### src/rtl/wire_pkt_tx_pkg.sv
package wire_pkt_tx_pkg;

  typedef enum logic [2:0] {
    PH_IDLE,
    PH_START,
    PH_SYNC,
    PH_COARSE,
    PH_PRELO,
    PH_SERVO,
    PH_BITS,
    PH_GAP
  } phase_t;

  typedef struct packed {
    logic clear;      // new packet: latch length, reset index and check
    logic reqFetch;   // raise a byte request
    logic loadCheck;  // stage the check byte as next byte
    logic loadShift;  // move staged byte into the shifter
    logic shift;      // advance to the next bit
  } dpCtrl_t;

endpackage

### src/rtl/wire_pkt_tx_dp.sv
module wire_pkt_tx_dp
  import wire_pkt_tx_pkg::*;
#(
  parameter int DATA_W    = 8,
  parameter int MAX_BYTES = 256,
  localparam int LEN_W    = $clog2(MAX_BYTES),
  localparam int IDX_W    = LEN_W + 1
) (
  input  logic              clk,
  input  logic              rstN,
  input  dpCtrl_t           ctl,
  input  logic [LEN_W-1:0]  lenIn,
  input  logic              fetchAck,
  input  logic [DATA_W-1:0] fetchData,
  output logic              fetchReq,
  output logic [LEN_W-1:0]  fetchIdx,
  output logic              byteReady,
  output logic              allFetched,
  output logic              shIsCheck,
  output logic              txBit
);

  logic [LEN_W-1:0]  lenReg;
  logic [IDX_W-1:0]  idx;
  logic [DATA_W-1:0] chkAcc;
  logic [DATA_W-1:0] staged;
  logic              stagedIsChk;
  logic              pending;
  logic [DATA_W-1:0] shReg;

  always_ff @(posedge clk) begin
    if (!rstN) begin
      lenReg      <= '0;
      idx         <= '0;
      chkAcc      <= '0;
      staged      <= '0;
      stagedIsChk <= 1'b0;
      pending     <= 1'b0;
      byteReady   <= 1'b0;
      shReg       <= '0;
      shIsCheck   <= 1'b0;
    end else begin
      if (ctl.clear) begin
        lenReg      <= lenIn;
        idx         <= '0;
        chkAcc      <= '0;
        stagedIsChk <= 1'b0;
        byteReady   <= 1'b0;
      end
      if (ctl.reqFetch) begin
        pending <= 1'b1;
      end else if (pending && fetchAck) begin
        pending   <= 1'b0;
        staged    <= fetchData;
        chkAcc    <= chkAcc ^ fetchData;
        idx       <= idx + 1'b1;
        byteReady <= 1'b1;
      end
      if (ctl.loadCheck) begin
        staged      <= chkAcc;
        stagedIsChk <= 1'b1;
        byteReady   <= 1'b1;
      end
      if (ctl.loadShift) begin
        shReg     <= staged;
        shIsCheck <= stagedIsChk;
        byteReady <= 1'b0;
      end else if (ctl.shift) begin
        shReg <= {shReg[DATA_W-2:0], 1'b0};
      end
    end
  end

  assign fetchReq   = pending;
  assign fetchIdx   = idx[LEN_W-1:0];
  assign allFetched = (idx == ({1'b0, lenReg} + 1'b1));
  assign txBit      = ~shReg[DATA_W-1];

  // request held, index steady, until acknowledged
  assert_fetch_hold_R11: assert property (@(posedge clk) disable iff (!rstN)
    (fetchReq && !fetchAck) |=> (fetchReq && $stable(fetchIdx)));

  // check byte is staged only with no data fetch outstanding
  assert_check_no_fetch_R6: assert property (@(posedge clk) disable iff (!rstN)
    ctl.loadCheck |-> !pending);

endmodule

### src/rtl/wire_pkt_tx_ctrl.sv
module wire_pkt_tx_ctrl
  import wire_pkt_tx_pkg::*;
#(
  parameter int DATA_W     = 8,
  parameter int BIT_CLKS   = 8,
  parameter int START_CLKS = 31,
  parameter int SYNC_CLKS  = 16,
  parameter int MARK_CLKS  = 8,
  parameter int GAP_CLKS   = 22,
  localparam int CNT_W     = $clog2(START_CLKS + SYNC_CLKS + GAP_CLKS + MARK_CLKS + BIT_CLKS),
  localparam int BITN_W    = $clog2(DATA_W)
) (
  input  logic    clk,
  input  logic    rstN,
  input  logic    startIn,
  input  logic    holdReq,
  input  logic    byteReady,
  input  logic    allFetched,
  input  logic    shIsCheck,
  input  logic    txBit,
  output dpCtrl_t ctl,
  output logic    lineOut,
  output logic    doneOut
);

  phase_t            ph, nPh;
  logic [CNT_W-1:0]  cnt, nCnt;
  logic [BITN_W-1:0] bitLeft, nBitLeft;
  logic              finish, finFlag;

  always_comb begin
    ctl      = '0;
    nPh      = ph;
    nCnt     = (cnt != '0) ? cnt - 1'b1 : cnt;
    nBitLeft = bitLeft;
    finish   = 1'b0;
    unique case (ph)
      PH_IDLE: if (startIn) begin
        nPh          = PH_START;
        nCnt         = CNT_W'(START_CLKS - 1);
        ctl.clear    = 1'b1;
        ctl.reqFetch = 1'b1;
      end
      PH_START: if (cnt == '0) begin
        nPh  = PH_SYNC;
        nCnt = CNT_W'(SYNC_CLKS - 1);
      end
      PH_SYNC: if (cnt == '0) begin
        nPh  = PH_COARSE;
        nCnt = CNT_W'(MARK_CLKS - 1);
      end
      PH_COARSE: if (cnt == '0) begin
        nPh  = PH_PRELO;
        nCnt = CNT_W'(MARK_CLKS - 1);
      end
      PH_PRELO, PH_GAP: if (cnt == '0 && byteReady) begin
        nPh  = PH_SERVO;
        nCnt = CNT_W'(MARK_CLKS - 1);
      end
      PH_SERVO: if (cnt == '0) begin
        nPh           = PH_BITS;
        nCnt          = CNT_W'(BIT_CLKS - 1);
        nBitLeft      = BITN_W'(DATA_W - 1);
        ctl.loadShift = 1'b1;
      end
      PH_BITS: if (cnt == '0) begin
        if (bitLeft != '0) begin
          ctl.shift = 1'b1;
          nCnt      = CNT_W'(BIT_CLKS - 1);
          nBitLeft  = bitLeft - 1'b1;
        end else if (shIsCheck) begin
          nPh    = PH_IDLE;
          finish = 1'b1;
        end else begin
          nPh  = PH_GAP;
          nCnt = CNT_W'(GAP_CLKS - 1);
          if (allFetched) ctl.loadCheck = 1'b1;
          else            ctl.reqFetch  = 1'b1;
        end
      end
      default: nPh = PH_IDLE;
    endcase
  end

  always_comb begin
    unique case (ph)
      PH_IDLE:                       lineOut = holdReq;
      PH_START, PH_COARSE, PH_SERVO: lineOut = 1'b1;
      PH_BITS:                       lineOut = txBit;
      default:                       lineOut = 1'b0;
    endcase
  end

  always_ff @(posedge clk) begin
    if (!rstN) begin
      ph      <= PH_IDLE;
      cnt     <= '0;
      bitLeft <= '0;
      finFlag <= 1'b0;
      doneOut <= 1'b0;
    end else begin
      ph      <= nPh;
      cnt     <= nCnt;
      bitLeft <= nBitLeft;
      finFlag <= finish;
      doneOut <= finFlag;
    end
  end

  // done is a lone pulse
  assert_done_single_R7: assert property (@(posedge clk) disable iff (!rstN)
    doneOut |=> !doneOut);

  // done follows a cycle spent idle
  assert_done_after_idle_R7: assert property (@(posedge clk) disable iff (!rstN)
    doneOut |-> ($past(ph) == PH_IDLE));

  // servo is only entered once the next byte has been captured
  assert_servo_ready_R9: assert property (@(posedge clk) disable iff (!rstN)
    (ph == PH_SERVO && $past(ph) != PH_SERVO) |-> $past(byteReady));

  // line level is steady inside a bit cell
  assert_bit_cell_R3: assert property (@(posedge clk) disable iff (!rstN)
    (ph == PH_BITS && $past(ph) == PH_BITS && $past(cnt) != '0) |-> $stable(lineOut));

endmodule

### src/rtl/wire_pkt_tx.sv
module wire_pkt_tx
  import wire_pkt_tx_pkg::*;
#(
  parameter int DATA_W     = 8,
  parameter int MAX_BYTES  = 256,
  parameter int BIT_CLKS   = 8,
  parameter int START_CLKS = 31,
  parameter int SYNC_CLKS  = 16,
  parameter int MARK_CLKS  = 8,
  parameter int GAP_CLKS   = 22,
  localparam int LEN_W     = $clog2(MAX_BYTES)
) (
  input  logic              clk,
  input  logic              rstN,
  input  logic              startIn,
  input  logic [LEN_W-1:0]  lenIn,
  input  logic              holdReq,
  output logic              fetchReq,
  output logic [LEN_W-1:0]  fetchIdx,
  input  logic              fetchAck,
  input  logic [DATA_W-1:0] fetchData,
  output logic              lineOut,
  output logic              doneOut
);

  dpCtrl_t ctl;
  logic    byteReady, allFetched, shIsCheck, txBit;

  wire_pkt_tx_ctrl #(
    .DATA_W(DATA_W), .BIT_CLKS(BIT_CLKS), .START_CLKS(START_CLKS),
    .SYNC_CLKS(SYNC_CLKS), .MARK_CLKS(MARK_CLKS), .GAP_CLKS(GAP_CLKS)
  ) uCtrl (
    .clk(clk), .rstN(rstN), .startIn(startIn), .holdReq(holdReq),
    .byteReady(byteReady), .allFetched(allFetched), .shIsCheck(shIsCheck),
    .txBit(txBit), .ctl(ctl), .lineOut(lineOut), .doneOut(doneOut)
  );

  wire_pkt_tx_dp #(
    .DATA_W(DATA_W), .MAX_BYTES(MAX_BYTES)
  ) uDp (
    .clk(clk), .rstN(rstN), .ctl(ctl), .lenIn(lenIn),
    .fetchAck(fetchAck), .fetchData(fetchData),
    .fetchReq(fetchReq), .fetchIdx(fetchIdx), .byteReady(byteReady),
    .allFetched(allFetched), .shIsCheck(shIsCheck), .txBit(txBit)
  );

endmodule

### config.mk
export PLATFORM = sky130hd
export DESIGN_NAME = wire_pkt_tx
export DESIGN_NICKNAME = d
export VERILOG_FILES = /design/src/rtl/wire_pkt_tx_pkg.sv /design/src/rtl/wire_pkt_tx_dp.sv /design/src/rtl/wire_pkt_tx_ctrl.sv /design/src/rtl/wire_pkt_tx.sv
export SDC_FILE = /design/constraint.sdc
export NUM_CORES = 1
export LEC_CHECK = 0
export ABC_AREA = 1
export ABC_CLOCK_PERIOD_IN_PS = 2050
export BUFFER_PORTS_ARGS = -buffer_cell sky130_fd_sc_hd__buf_2
export CAP_MARGIN = 5
export CORE_ASPECT_RATIO = 1.4
export CORE_MARGIN = 10
export CORE_UTILIZATION = 60
export DETAILED_ROUTE_END_ITERATION = 12
export PLACE_DENSITY = 0.81
export SLEW_MARGIN = 20
export SYNTH_ARGS = -nofsm -noshare
export SYNTH_HDL_FRONTEND = slang
export SYNTH_SLANG_ARGS = --single-unit
### constraint.sdc
create_clock -name clk -period 2.05 [get_ports clk]
set_input_delay 0.3075 -clock clk [delete_from_list [all_inputs] [get_ports clk]]
set_output_delay 0.3075 -clock clk [all_outputs]
set_load 0.05 [all_outputs]
==> parameters.txt, run 1 <==
Parameter                              Value

Worst setup path
  Worst setup path category    reg -> reg
  Crit path arrival time    roughly 2.2 ns
  Endpoint type of the worst setup path    register
  Worst r2r dst    uDp.staged[0]
  Flop2flop setup slack    approximately 0.083 ns
  Crit path launch type    register
  Reg2Reg Depth    14
  Largest fanout of any net on the critical path    9
  R2R Path Start    uCtrl.cnt[0]
  WP data required    about 2.3 ns

Routing
  Post-route antenna net violation count    0
  DRC violation count after routing    0
  Violation count after the first detailed-route iteration    about 290
  Total wirelength of the detailed-routed design    between 9 and 10 mm
  Routed wire length per instance    between 10 and 15 um
  Number of optimization iterations in the first detailed-route pass    5
  Overall via count from detail_route    between 3000 and 4000
  Via count normalized by instance count    about 5.5

Synthesis
  Distinct cell type count after synthesis    41
  Sequential share of the synthesized area    0.341
  Average cell area after synthesis    just under 7 um^2
  Nets in the synthesized netlist    548
  Cell Area, Synth    between 3000 and 4000 um^2
  Cell count after synthesis    between 500 and 600
  Warning count from the yosys run    0
  EDFF count, synth    0
  Proportion of register bits with asynchronous set or reset after synthesis    0
  Top flip-flop cell by instance count after synthesis    sky130_fd_sc_hd__dfxtp_1
  #FFs+latches synth    60

STA
  Rel. slew slack    0.655
  Clock Skews    about 0.011 ns
  Setup TNS after final layout    0 ns
  Final worst-path cycle share    0.960
  Max Slew Vio Count    0
  Maximum operating frequency    around 510 MHz
  Number of hold violations in the final report    0
  RSZ-0062 raised after global routing    yes
  Min cycle time layout    between 1.5 and 2 ns
  Final setup fails    0
  Transition time at the pin with the least slew margin    slightly above 0.5 ns

Global routing
  Maximum number of pins on one net before global-route repair    26
  Via count of the first global-routing pass    ~3300
  GRT Total Usage    0.185
  Wire length of the first global-routing pass    14.7 mm
  Antenna violations before repair    0
  Global-route congestion overflow total    0

Final layout
  N_diodes    0
  Combined area of the multi-input logic cells    1970 um^2
  Ratio of cells with drive above 1 in the final layout    0.211
  FF/Latch Area    ~1200 um^2
  Net count, final    a little under 600
  Final core utilization    0.736
  Synth-to-layout area growth    17.1%
  Fill count    between 400 and 500

Die
  I/O pin cnt    32
  Number of rows created at floorplan    32
  Die Y-Extent    around 110 um
  Core region area    about 5600 um^2
  Effective utilization at floorplan    0.628
  Die area    9380 um^2
  Die Wd    between 80 and 90 um

Clock network
  Sink count of the clock tree    60
  Root buffer cell    sky130_fd_sc_hd__clkbuf_8
  Post-CTS Hold Buffers    0
  Clock slew at the register clock pins of the worst setup and hold paths    roughly 0.070 ns
  CTS Buf Count    9
  CTS tree    built
  Level count of the clock H-tree    3
  Clock buffer depth    2
  Worst skew pair latency    ~0.36 ns

Hold path
  Worst min-delay path category    in -> reg
  Hold Path Depth    3
  Worst-case hold path end point    uDp.lenReg[1]
  Worst hold path startpoint    lenIn[1]

Power and ir drop
  Part of the power in combinational logic    0.391
  Switching Power    roughly 1.7 mW
  PD cells    1020 nW/um^2
  Clock share of power    0.257
  Internal Dissipation    ~2.5 mW
  Fraction of power consumed by sequential logic    0.352
  Leakage    1.79 nW
  Worst vdd ir    between 1 and 1.5 mV
  Switching Share    0.398

Placement
  I/O Buffers    31
  Sum of net half-perimeters after detailed placement    ~6.5 mm
  Routability cong.    about 0.9

Run
  Max-cap violation count    0

Outcome
  Outcome    complete, no violations
-- synth_stat cells, types with 6 or more instances --
cell type	instances	area (um^2)
sky130_fd_sc_hd__a21oi_1	32	160
sky130_fd_sc_hd__nor2_1	43	161
sky130_fd_sc_hd__o21ai_0	21	105
sky130_fd_sc_hd__nor2_2	6	37.5
sky130_fd_sc_hd__ha_1	6	75.1
sky130_fd_sc_hd__inv_2	6	22.5
sky130_fd_sc_hd__buf_4	10	75.1
sky130_fd_sc_hd__nand2_1	130	488
sky130_fd_sc_hd__inv_1	68	255
sky130_fd_sc_hd__nand3_1	36	180
sky130_fd_sc_hd__dfxtp_1	60	1200
sky130_fd_sc_hd__o21ai_1	8	40.0
sky130_fd_sc_hd__xor2_1	10	87.6
sky130_fd_sc_hd__clkbuf_1	8	30.0
sky130_fd_sc_hd__nand4_1	18	113
-- logic make-up (layout without fill, tap and decap cells) --
logic type	after synthesis	in the layout	share of synthesized area
AO/OA/AOI/OAI	89	89	0.149
XOR/XNOR	14	14	0.0387
adder cells (fa/ha/maj)	6	6	0.0213
buffers and inverters	99	150	0.119
flip-flops	60	60	0.341
AND/OR/NAND/NOR	253	254	0.331
-- power by group through the flow --
stage                     clock, mW  combinational [mW]  sequential (mW)
final                          1.08                1.64             1.48
after detailed placement          0                1.53             1.49
after global placement            0                1.50             1.48
after global routing           1.13                1.86             1.49
after CTS                      1.08                1.54             1.47
after floorplan                   0                1.16             1.48
-- registers in the layout, indices dropped and copies added, names as in the netlist --
signal and cells:
uCtrl.bitLeft 3, uCtrl.cnt 7, uCtrl.doneOut 1, uCtrl.finFlag 1, uCtrl.ph 3, uDp.byteReady 1
uDp.chkAcc 8, uDp.fetchReq 1, uDp.idx 9, uDp.lenReg 8, uDp.shIsCheck 1, uDp.shReg 8
uDp.staged 8, uDp.stagedIsChk 1
-- cells in the final DEF (no fill, tap or decap), types with 5 or more instances in the layout --
| cell type | synthesis | layout |
|---|---|---|
| sky130_fd_sc_hd__xor2_1 | 10 | 10 |
| sky130_fd_sc_hd__nor2_1 | 43 | 38 |
| sky130_fd_sc_hd__nand3_1 | 36 | 35 |
| sky130_fd_sc_hd__o21ai_1 | 8 | 11 |
| sky130_fd_sc_hd__nand2_2 | 4 | 5 |
| sky130_fd_sc_hd__buf_4 | 10 | 29 |
| sky130_fd_sc_hd__a21oi_1 | 32 | 29 |
| sky130_fd_sc_hd__buf_2 | 2 | 30 |
| sky130_fd_sc_hd__nand4_1 | 18 | 18 |
| sky130_fd_sc_hd__o21ai_0 | 21 | 18 |
| sky130_fd_sc_hd__inv_2 | 6 | 5 |
| sky130_fd_sc_hd__dfxtp_1 | 60 | 58 |
| sky130_fd_sc_hd__nor2_2 | 6 | 10 |
| sky130_fd_sc_hd__inv_1 | 68 | 68 |
| sky130_fd_sc_hd__clkbuf_8 | 0 | 11 |
| sky130_fd_sc_hd__nand2_1 | 130 | 129 |
| sky130_fd_sc_hd__a21oi_2 | 4 | 7 |
-- area by class of cell --
| cell class | instances | share of cell area |
|---|---|---|
| clock buffers | 12 | 0.0376 |
| inverters | 76 | 0.0707 |
| repair buffers | 60 | 0.0941 |
| flip-flops and latches | 60 | 0.292 |
| multi-input cells | 363 | 0.477 |
| well taps | 68 | 0.0206 |
| clock inverters | 2 | 0.00850 |
-- critical path: stages (launching register included) --
cell and delay [ns]:
sky130_fd_sc_hd__dfxtp_1 0.32, sky130_fd_sc_hd__inv_1 0.10, sky130_fd_sc_hd__ha_2 0.20, sky130_fd_sc_hd__nand2_1 0.11
sky130_fd_sc_hd__inv_2 0.10, sky130_fd_sc_hd__nand2_4 0.05, sky130_fd_sc_hd__inv_4 0.10, sky130_fd_sc_hd__nand3_2 0.10
sky130_fd_sc_hd__nor2_4 0.18, sky130_fd_sc_hd__buf_4 0.14, sky130_fd_sc_hd__nand3_4 0.11, sky130_fd_sc_hd__nand2_1 0.11
sky130_fd_sc_hd__nand2_1 0.09, sky130_fd_sc_hd__a21oi_2 0.12, sky130_fd_sc_hd__nor2_1 0.06
-- how the worst max path moves through the flow --
stage,start,endpoint,slack [ns],cells past startpoint
5_1_grt,uCtrl.cnt[0],uDp.idx[7],-0.08,13
6_report,uCtrl.cnt[0],uDp.staged[0],0.08,14
4_1_cts,uDp.lenReg[1],uDp.chkAcc[3],0.01,13
3_5_place_dp,uDp.lenReg[1],uDp.staged[3],0.07,12
3_3_place_gp,uDp.lenReg[1],uDp.staged[3],0.13,12
2_1_floorplan,uDp.lenReg[0],uDp.staged[2],0.20,13
-- per-stage QoR --
step	hold WS, ns	std cells	total power [mW]	setup WS [ns]	cell area (um^2)
floorplan	0.390	521	2.64	0.203	3520
global placement	0.395	617	2.98	0.130	3790
detailed placement	0.400	617	3.02	0.0744	3790
CTS	0.220	631	4.09	0.0150	3980
global route	0.230	641	4.48	-0.0806	4120
finish	0.227	641	4.20	0.0829	4120
-- layer usage --
layer / up-vias / routed length, um / global-route usage / share of wire
li1: 1785 / - / - / -
met1: 1609 / 3720 / 0.205 / 0.40
met2: 124 / 4630 / 0.316 / 0.50
met3: 32 / 503 / 0.0499 / 0.054
met4: 0 / 371 / 0.0888 / 0.040
met5: - / 0 / 0 / 0
-- timing repair --
action,in CTS,in global routing
endpoints found under the setup margin,0,32
gates resized for setup,0,24
buffers inserted,0,9
No activity file was read; power rests on OpenSTA's default activity.
==> inputs of run 2 (changes only) <==
--- a/config.mk
+++ b/config.mk
@@ -13,7 +13,8 @@
 export CORE_MARGIN = 10
 export CORE_UTILIZATION = 60
 export DETAILED_ROUTE_END_ITERATION = 12
-export PLACE_DENSITY = 0.81
+export MAX_ROUTING_LAYER = met4
+export PLACE_DENSITY = 0.8
 export SLEW_MARGIN = 20
 export SYNTH_ARGS = -nofsm -noshare
 export SYNTH_HDL_FRONTEND = slang
==> parameters.txt, run 2 (synthesized netlist as in run 1, its figures left out) <==
Parameter                              Value

Worst setup path
  WP data required    2.30 ns (about the same)
  Largest fanout of any net on the critical path    10 (+1)
  Delay of the slowest cell on the worst path    0.35 ns (+0.03 ns)
  Crit path arrival time    2.24 ns (+0.02 ns)
  Crit path launch type    register
  Endpoint type of the worst setup path    register
  Worst setup path category    reg -> reg
  CP max stage cell    sky130_fd_sc_hd__dfxtp_1
  Cells along the critical path    ha_2, nand2_2, nor2_4, nand2_1, nand2_1, nand4_1, nor2_1, nand3_2, nand2_4, nand3_4, clkbuf_16, a21oi_1, nor2_1

Clock network
  Worst skew pair latency    0.35 ns (about the same)
  Level count of the clock H-tree    3 (unchanged)
  CTS tree    built
  Clock slew at the register clock pins of the worst setup and hold paths    0.07 ns (about the same)
  CTS Buf Count    9 (unchanged)
  Sink count of the clock tree    60 (unchanged)
  Post-CTS Hold Buffers    0 (unchanged)
  Clock buffer depth    2 (unchanged)
  Root buffer cell    sky130_fd_sc_hd__clkbuf_8

Final layout
  Combined area of the multi-input logic cells    1970 um^2 (unchanged)
  Ratio of cells with drive above 1 in the final layout    0.206 (-0.00493)
  Synth-to-layout area growth    18.8%
  Leading cell type in the layout, fill and taps excluded    sky130_fd_sc_hd__nand2_1
  Final core utilization    0.746 (+0.0107)
  Net count, final    599 (+0.34%)
  Flip-flop count of the largest register after layout    9 (unchanged)
  Fill count    429 (-5.5%)
  Largest register by flop count    uDp.idx
  FF/Latch Area    1200 um^2 (+0.10%)
  Post-Layout Cell Count    645 (+0.62%)
  Commonest non-fill, non-tap cells in the layout    129 x sky130_fd_sc_hd__nand2_1, 68 x sky130_fd_sc_hd__inv_1, 57 x sky130_fd_sc_hd__dfxtp_1
  N_diodes    0 (unchanged)
  Final cell area excluding filler cells    4180 um^2 (+1.5%)

Die
  Die Wd    84.7 um (unchanged)
  Effective utilization at floorplan    0.628 (unchanged)
  Number of rows created at floorplan    32 (unchanged)
  Core region area    5610 um^2 (unchanged)
  Die Y-Extent    111 um (unchanged)
  Die area    9380 um^2 (unchanged)
  I/O pin cnt    32 (unchanged)

Global routing
  Via count of the first global-routing pass    3148 (-3.8%)
  Antenna violations before repair    0 (unchanged)
  Maximum number of pins on one net before global-route repair    26 (unchanged)
  Wire length of the first global-routing pass    14.2 mm (-3.6%)
  Global-route congestion overflow total    0 (unchanged)
  GRT Total Usage    0.184 (-0.00146)

STA
  Worst-case hold slack    0.234 ns (+0.00663 ns)
  Final worst-path cycle share    0.974 (+0.0140)
  Max Slew Vio Count    0 (unchanged)
  Rel. slew slack    0.703 (+0.0475)
  Fin worst setup slack    0.0542 ns (-0.0286 ns)
  Final setup fails    0 (unchanged)
  Min cycle time layout    2.00 ns (+0.0286 ns)
  Transition time at the pin with the least slew margin    0.443 ns (-0.0734 ns)
  Clock Skews    0.00603 ns (-0.00530 ns)
  Number of hold violations in the final report    0 (unchanged)
  Setup TNS after final layout    0 ns (unchanged)
  Maximum operating frequency    501 MHz (-1.4%)

Outcome
  Outcome    complete, no violations

Routing
  Via count normalized by instance count    5.62 (+1.4%)
  Violation count after the first detailed-route iteration    191 (-34%)
  DRC violation count after routing    0 (unchanged)
  Post-route antenna net violation count    0 (unchanged)
  Number of optimization iterations in the first detailed-route pass    5 (unchanged)
  Overall via count from detail_route    3623 (+2.1%)
  Total wirelength of the detailed-routed design    9.20 mm (-0.38%)
  Routed wire length per instance    14.3 um (-1.0%)

Placement
  Routability cong.    0.917 (+0.31%)
  Cell Area, Placed    3780 um^2 (-0.20%)
  Minimum setup slack after placement    0.0422 ns (-0.0322 ns)
  I/O Buffers    31 (unchanged)
  Placed Cells incl. Taps    616 (-0.16%)
  Sum of net half-perimeters after detailed placement    6.49 mm (+0.52%)

Run
  Max-cap violation count    0 (unchanged)

Power and ir drop
  PD cells    1010 nW/um^2 (-0.30%)
  Leakage    1.82 nW (+1.8%)
  Final Total Pwr    4.24 mW (+1.2%)
  Worst vdd ir    0.975 mV (-8.2%)

Hold path
  Worst min-delay path category    in -> reg
[run 2: cell types whose count changed in the layout (fill, tap and decap cells not counted), sizes merged]
| cell | previous run | this run |
|---|---|---|
| clkinv | 2 | 4 |
| clkbuf | 12 | 14 |
[run 2: power by group]
part	total (mW)	leakage (nW)	switching, mW	internal, mW
combinational	1.66	1.23	1.06	0.604
clock	1.10	0.102	0.478	0.623
sequential	1.48	0.489	0.147	1.33
[run 2: cell type report]
cell class                      instances  area share
Inverter                               76      0.0688
Multi-Input combinational cell        363       0.470
Clock inverter                          4      0.0114
Sequential cell                        60       0.288
Timing Repair Buffer                   62       0.105
Clock buffer                           12      0.0371
Tap cell                               68      0.0203
[run 2: final timing paths]
kind	to	cells after the start	start	slack [ns]
max	uDp.staged[7]	13	uDp.lenReg[0]	0.05
min	uDp.lenReg[1]	3	lenIn[1]	0.23
max reg2reg	uDp.staged[7]	13	uDp.lenReg[0]	0.05
min reg2reg	uCtrl.doneOut	2	uCtrl.finFlag	0.42
[run 2: timing repair]
item,in CTS,in global routing
cloned,0,3
pin swaps,0,12
gates resized for setup,2,17
setup buffers,0,10
setup endpoints to repair,1,29
[run 2: critical path, delay by kind of cell (launching register included)]
family,cells,cell delay [ns]
DFF,1,0.35
and+or+nand+nor,10,1.01
adders and majority gates,1,0.21
buffers and inverters,1,0.20
AOI/OAI and AO/OA,1,0.13
[run 2: per-layer routing]
metal / share of wire / global-route usage / vias to the layer above
met2: 0.50 / 0.302 / 160
met3: 0.065 / 0.0419 / 47
met4: 0.046 / 0.101 / 0
met5: 0 / - / -
li1: - / - / 1787
met1: 0.39 / 0.198 / 1629
==> inputs of run 3 (changes only) <==
==> constraint.sdc (replaced) <==
create_clock -name clk -period 2.05 [get_ports clk]
set_input_delay 0.205 -clock clk [delete_from_list [all_inputs] [get_ports clk]]
set_output_delay 0.205 -clock clk [all_outputs]
set_load 0.05 [all_outputs]
==> parameters.txt, run 3 (synthesized netlist as in run 1, its figures left out) <==
Parameter                              Value

Final layout
  N_diodes    0 (unchanged)
  Flip-flop count of the largest register after layout    9 (unchanged)
  Commonest non-fill, non-tap cells in the layout    128 x sky130_fd_sc_hd__nand2_1, 68 x sky130_fd_sc_hd__inv_1, 58 x sky130_fd_sc_hd__dfxtp_1
  Net count, final    594 (-0.83%)
  Synth-to-layout area growth    15.6%
  Fill count    462 (+7.7%)
  Ratio of cells with drive above 1 in the final layout    0.201 (-0.00484)
  Largest register by flop count    uDp.idx
  Leading cell type in the layout, fill and taps excluded    sky130_fd_sc_hd__nand2_1

STA
  Final setup fails    0 (unchanged)
  Maximum operating frequency    509 MHz (+1.6%)
  Clock Skews    0.0101 ns (+0.00408 ns)
  Rel. slew slack    0.747 (+0.0449)
  Max Slew Vio Count    0 (unchanged)
  Transition time at the pin with the least slew margin    0.377 ns (-0.0659 ns)
  Final worst-path cycle share    0.958 (-0.0155)
  Setup TNS after final layout    0 ns (unchanged)
  Min cycle time layout    1.96 ns (-0.0317 ns)
  Worst-case hold slack    0.136 ns (-0.0980 ns)
  Number of hold violations in the final report    0 (unchanged)

Routing
  Number of optimization iterations in the first detailed-route pass    7 (+2)
  Highest metal layer used by the detailed router    met4
  Via count normalized by instance count    5.52 (-1.7%)
  Met2 routed WL    4.46 mm (-3.3%)
  DRC violation count after routing    0 (unchanged)
  Routed wire length per instance    13.7 um (-3.7%)
  Routed length on met3    495 um (-18%)
  Overall via count from detail_route    3528 (-2.6%)
  Total wirelength of the detailed-routed design    8.78 mm (-4.6%)
  Violation count after the first detailed-route iteration    176 (-7.9%)
  Post-route antenna net violation count    0 (unchanged)
  Routed length on met1    3.59 mm (+0.90%)

Clock network
  Root buffer cell    sky130_fd_sc_hd__clkbuf_8
  Worst skew pair latency    0.34 ns (about the same)
  CTS tree    built
  Clock buffer depth    2 (unchanged)
  Level count of the clock H-tree    3 (unchanged)
  Clock slew at the register clock pins of the worst setup and hold paths    0.07 ns (about the same)
  CTS Buf Count    9 (unchanged)
  Post-CTS Hold Buffers    0 (unchanged)
  Sink count of the clock tree    60 (unchanged)

Power and ir drop
  Switching Share    0.417 (+0.0200)
  Part of the power in combinational logic    0.398 (+0.006)
  Switching Power    1.66 mW (-1.2%)
  Worst vdd ir    0.835 mV (-14%)
  Internal Dissipation    2.33 mW (-9.1%)
  PD cells    981 nW/um^2 (-3.3%)
  Fraction of power consumed by sequential logic    0.370 (+0.022)
  Clock share of power    0.232 (-0.028)
  Leakage    1.75 nW (-3.8%)

Global routing
  GRT Total Usage    0.182 (-0.00129)
  Antenna violations before repair    0 (unchanged)
  Global-route congestion overflow total    0 (unchanged)
  Wire length of the first global-routing pass    14.2 mm (+0.34%)
  Maximum number of pins on one net before global-route repair    25 (-3.8%)
  Via count of the first global-routing pass    3151 (+0.095%)

Die
  Die area    9380 um^2 (unchanged)
  Effective utilization at floorplan    0.628 (unchanged)
  Die Wd    84.7 um (unchanged)
  Number of rows created at floorplan    32 (unchanged)
  Die Y-Extent    111 um (unchanged)
  I/O pin cnt    32 (unchanged)
  Core region area    5610 um^2 (unchanged)

Worst setup path
  Flop2flop setup slack    0.11 ns (+0.06 ns)
  Crit path launch type    register
  Crit path arrival time    1.76 ns (-0.48 ns)
  Critical Path Sink    lineOut
  WP data required    1.85 ns (-0.45 ns)
  Worst r2r dst    uDp.idx[1]
  Largest fanout of any net on the critical path    5 (-5)
  Reg2Reg Depth    13 (unchanged)
  R2R Path Start    uDp.lenReg[1]
  Worst setup path category    reg -> out
  Launching instance or port of the critical path    uCtrl.ph[0]
  Endpoint type of the worst setup path    output pin

Run
  Max-cap violation count    0 (unchanged)

Hold path
  Worst min-delay path category    in -> reg
  Hold Path Depth    3 (unchanged)

Placement
  Sum of net half-perimeters after detailed placement    6.37 mm (-1.7%)
  Routability cong.    0.921 (+0.41%)
  I/O Buffers    31 (unchanged)

Outcome
  Outcome    complete, no violations
## run 3: area by class of cell
type | count | area [um^2] | area share
sequential | 60 | 1210 | 0.296
multi-input combinational | 363 | 1960 | 0.482
clock inverter | 6 | 41.3 | 0.0101
timing repair buffer | 57 | 363 | 0.0891
clock buffer | 9 | 124 | 0.0304
tap | 68 | 85.1 | 0.0209
inverter | 76 | 288 | 0.0707
## run 3: power groups by stage
stage	clock network [mW]	logic, mW	registers (mW)
6_report	0.924	1.59	1.48
5_1_grt	0.997	1.80	1.50
4_1_cts	0.938	1.54	1.47
3_5_place_dp	0	1.52	1.49
3_3_place_gp	0	1.49	1.49
2_1_floorplan	0	1.16	1.48
## run 3: layer usage
metal	track usage	up-vias
li1	-	1785
met1	0.199	1607
met2	0.304	117
met3	0.0499	19
met4	0.0735	0
met5	-	-
## run 3: worst max-delay path: stages, from the launching register on
cell and delay, ns:
sky130_fd_sc_hd__dfxtp_1 0.37, sky130_fd_sc_hd__nor2_1 0.12, sky130_fd_sc_hd__inv_1 0.06, sky130_fd_sc_hd__nor2_1 0.22
sky130_fd_sc_hd__buf_4 0.19, sky130_fd_sc_hd__nand2_1 0.07, sky130_fd_sc_hd__o211ai_1 0.10, sky130_fd_sc_hd__buf_2 0.30
## run 3: per-stage QoR
stage          worst slack [ns]  area [um^2]  utilization  std cells  total power [mW]
2_1_floorplan             0.203         3520            -        521              2.64
4_1_cts                 0.00170         3990        0.711        634              3.94
6_report                 0.0859         4070        0.726        639              3.99
3_3_place_gp              0.116         3800        0.677        618              2.98
5_1_grt                 -0.0582         4070        0.726        639              4.29
3_5_place_dp             0.0459         3800        0.677        618              3.01
## run 3: timing repair
action / 4_1_cts / 5_1_grt
pin swaps: 1 / 5
resized for setup: 2 / 15
buffers inserted: 0 / 5
cloned: 1 / 0
endpoints found under the setup margin: 3 / 32
## run 3: how the worst min path moves through the flow
stage | slack [ns] | from | endpoint
2_1_floorplan | 0.36 | fetchData[7] | uDp.chkAcc[7]
3_3_place_gp | 0.40 | uCtrl.finFlag | uCtrl.doneOut
3_5_place_dp | 0.40 | uCtrl.finFlag | uCtrl.doneOut
4_1_cts | 0.13 | lenIn[7] | uDp.lenReg[7]
5_1_grt | 0.14 | lenIn[0] | uDp.lenReg[0]
6_report | 0.14 | lenIn[0] | uDp.lenReg[0]
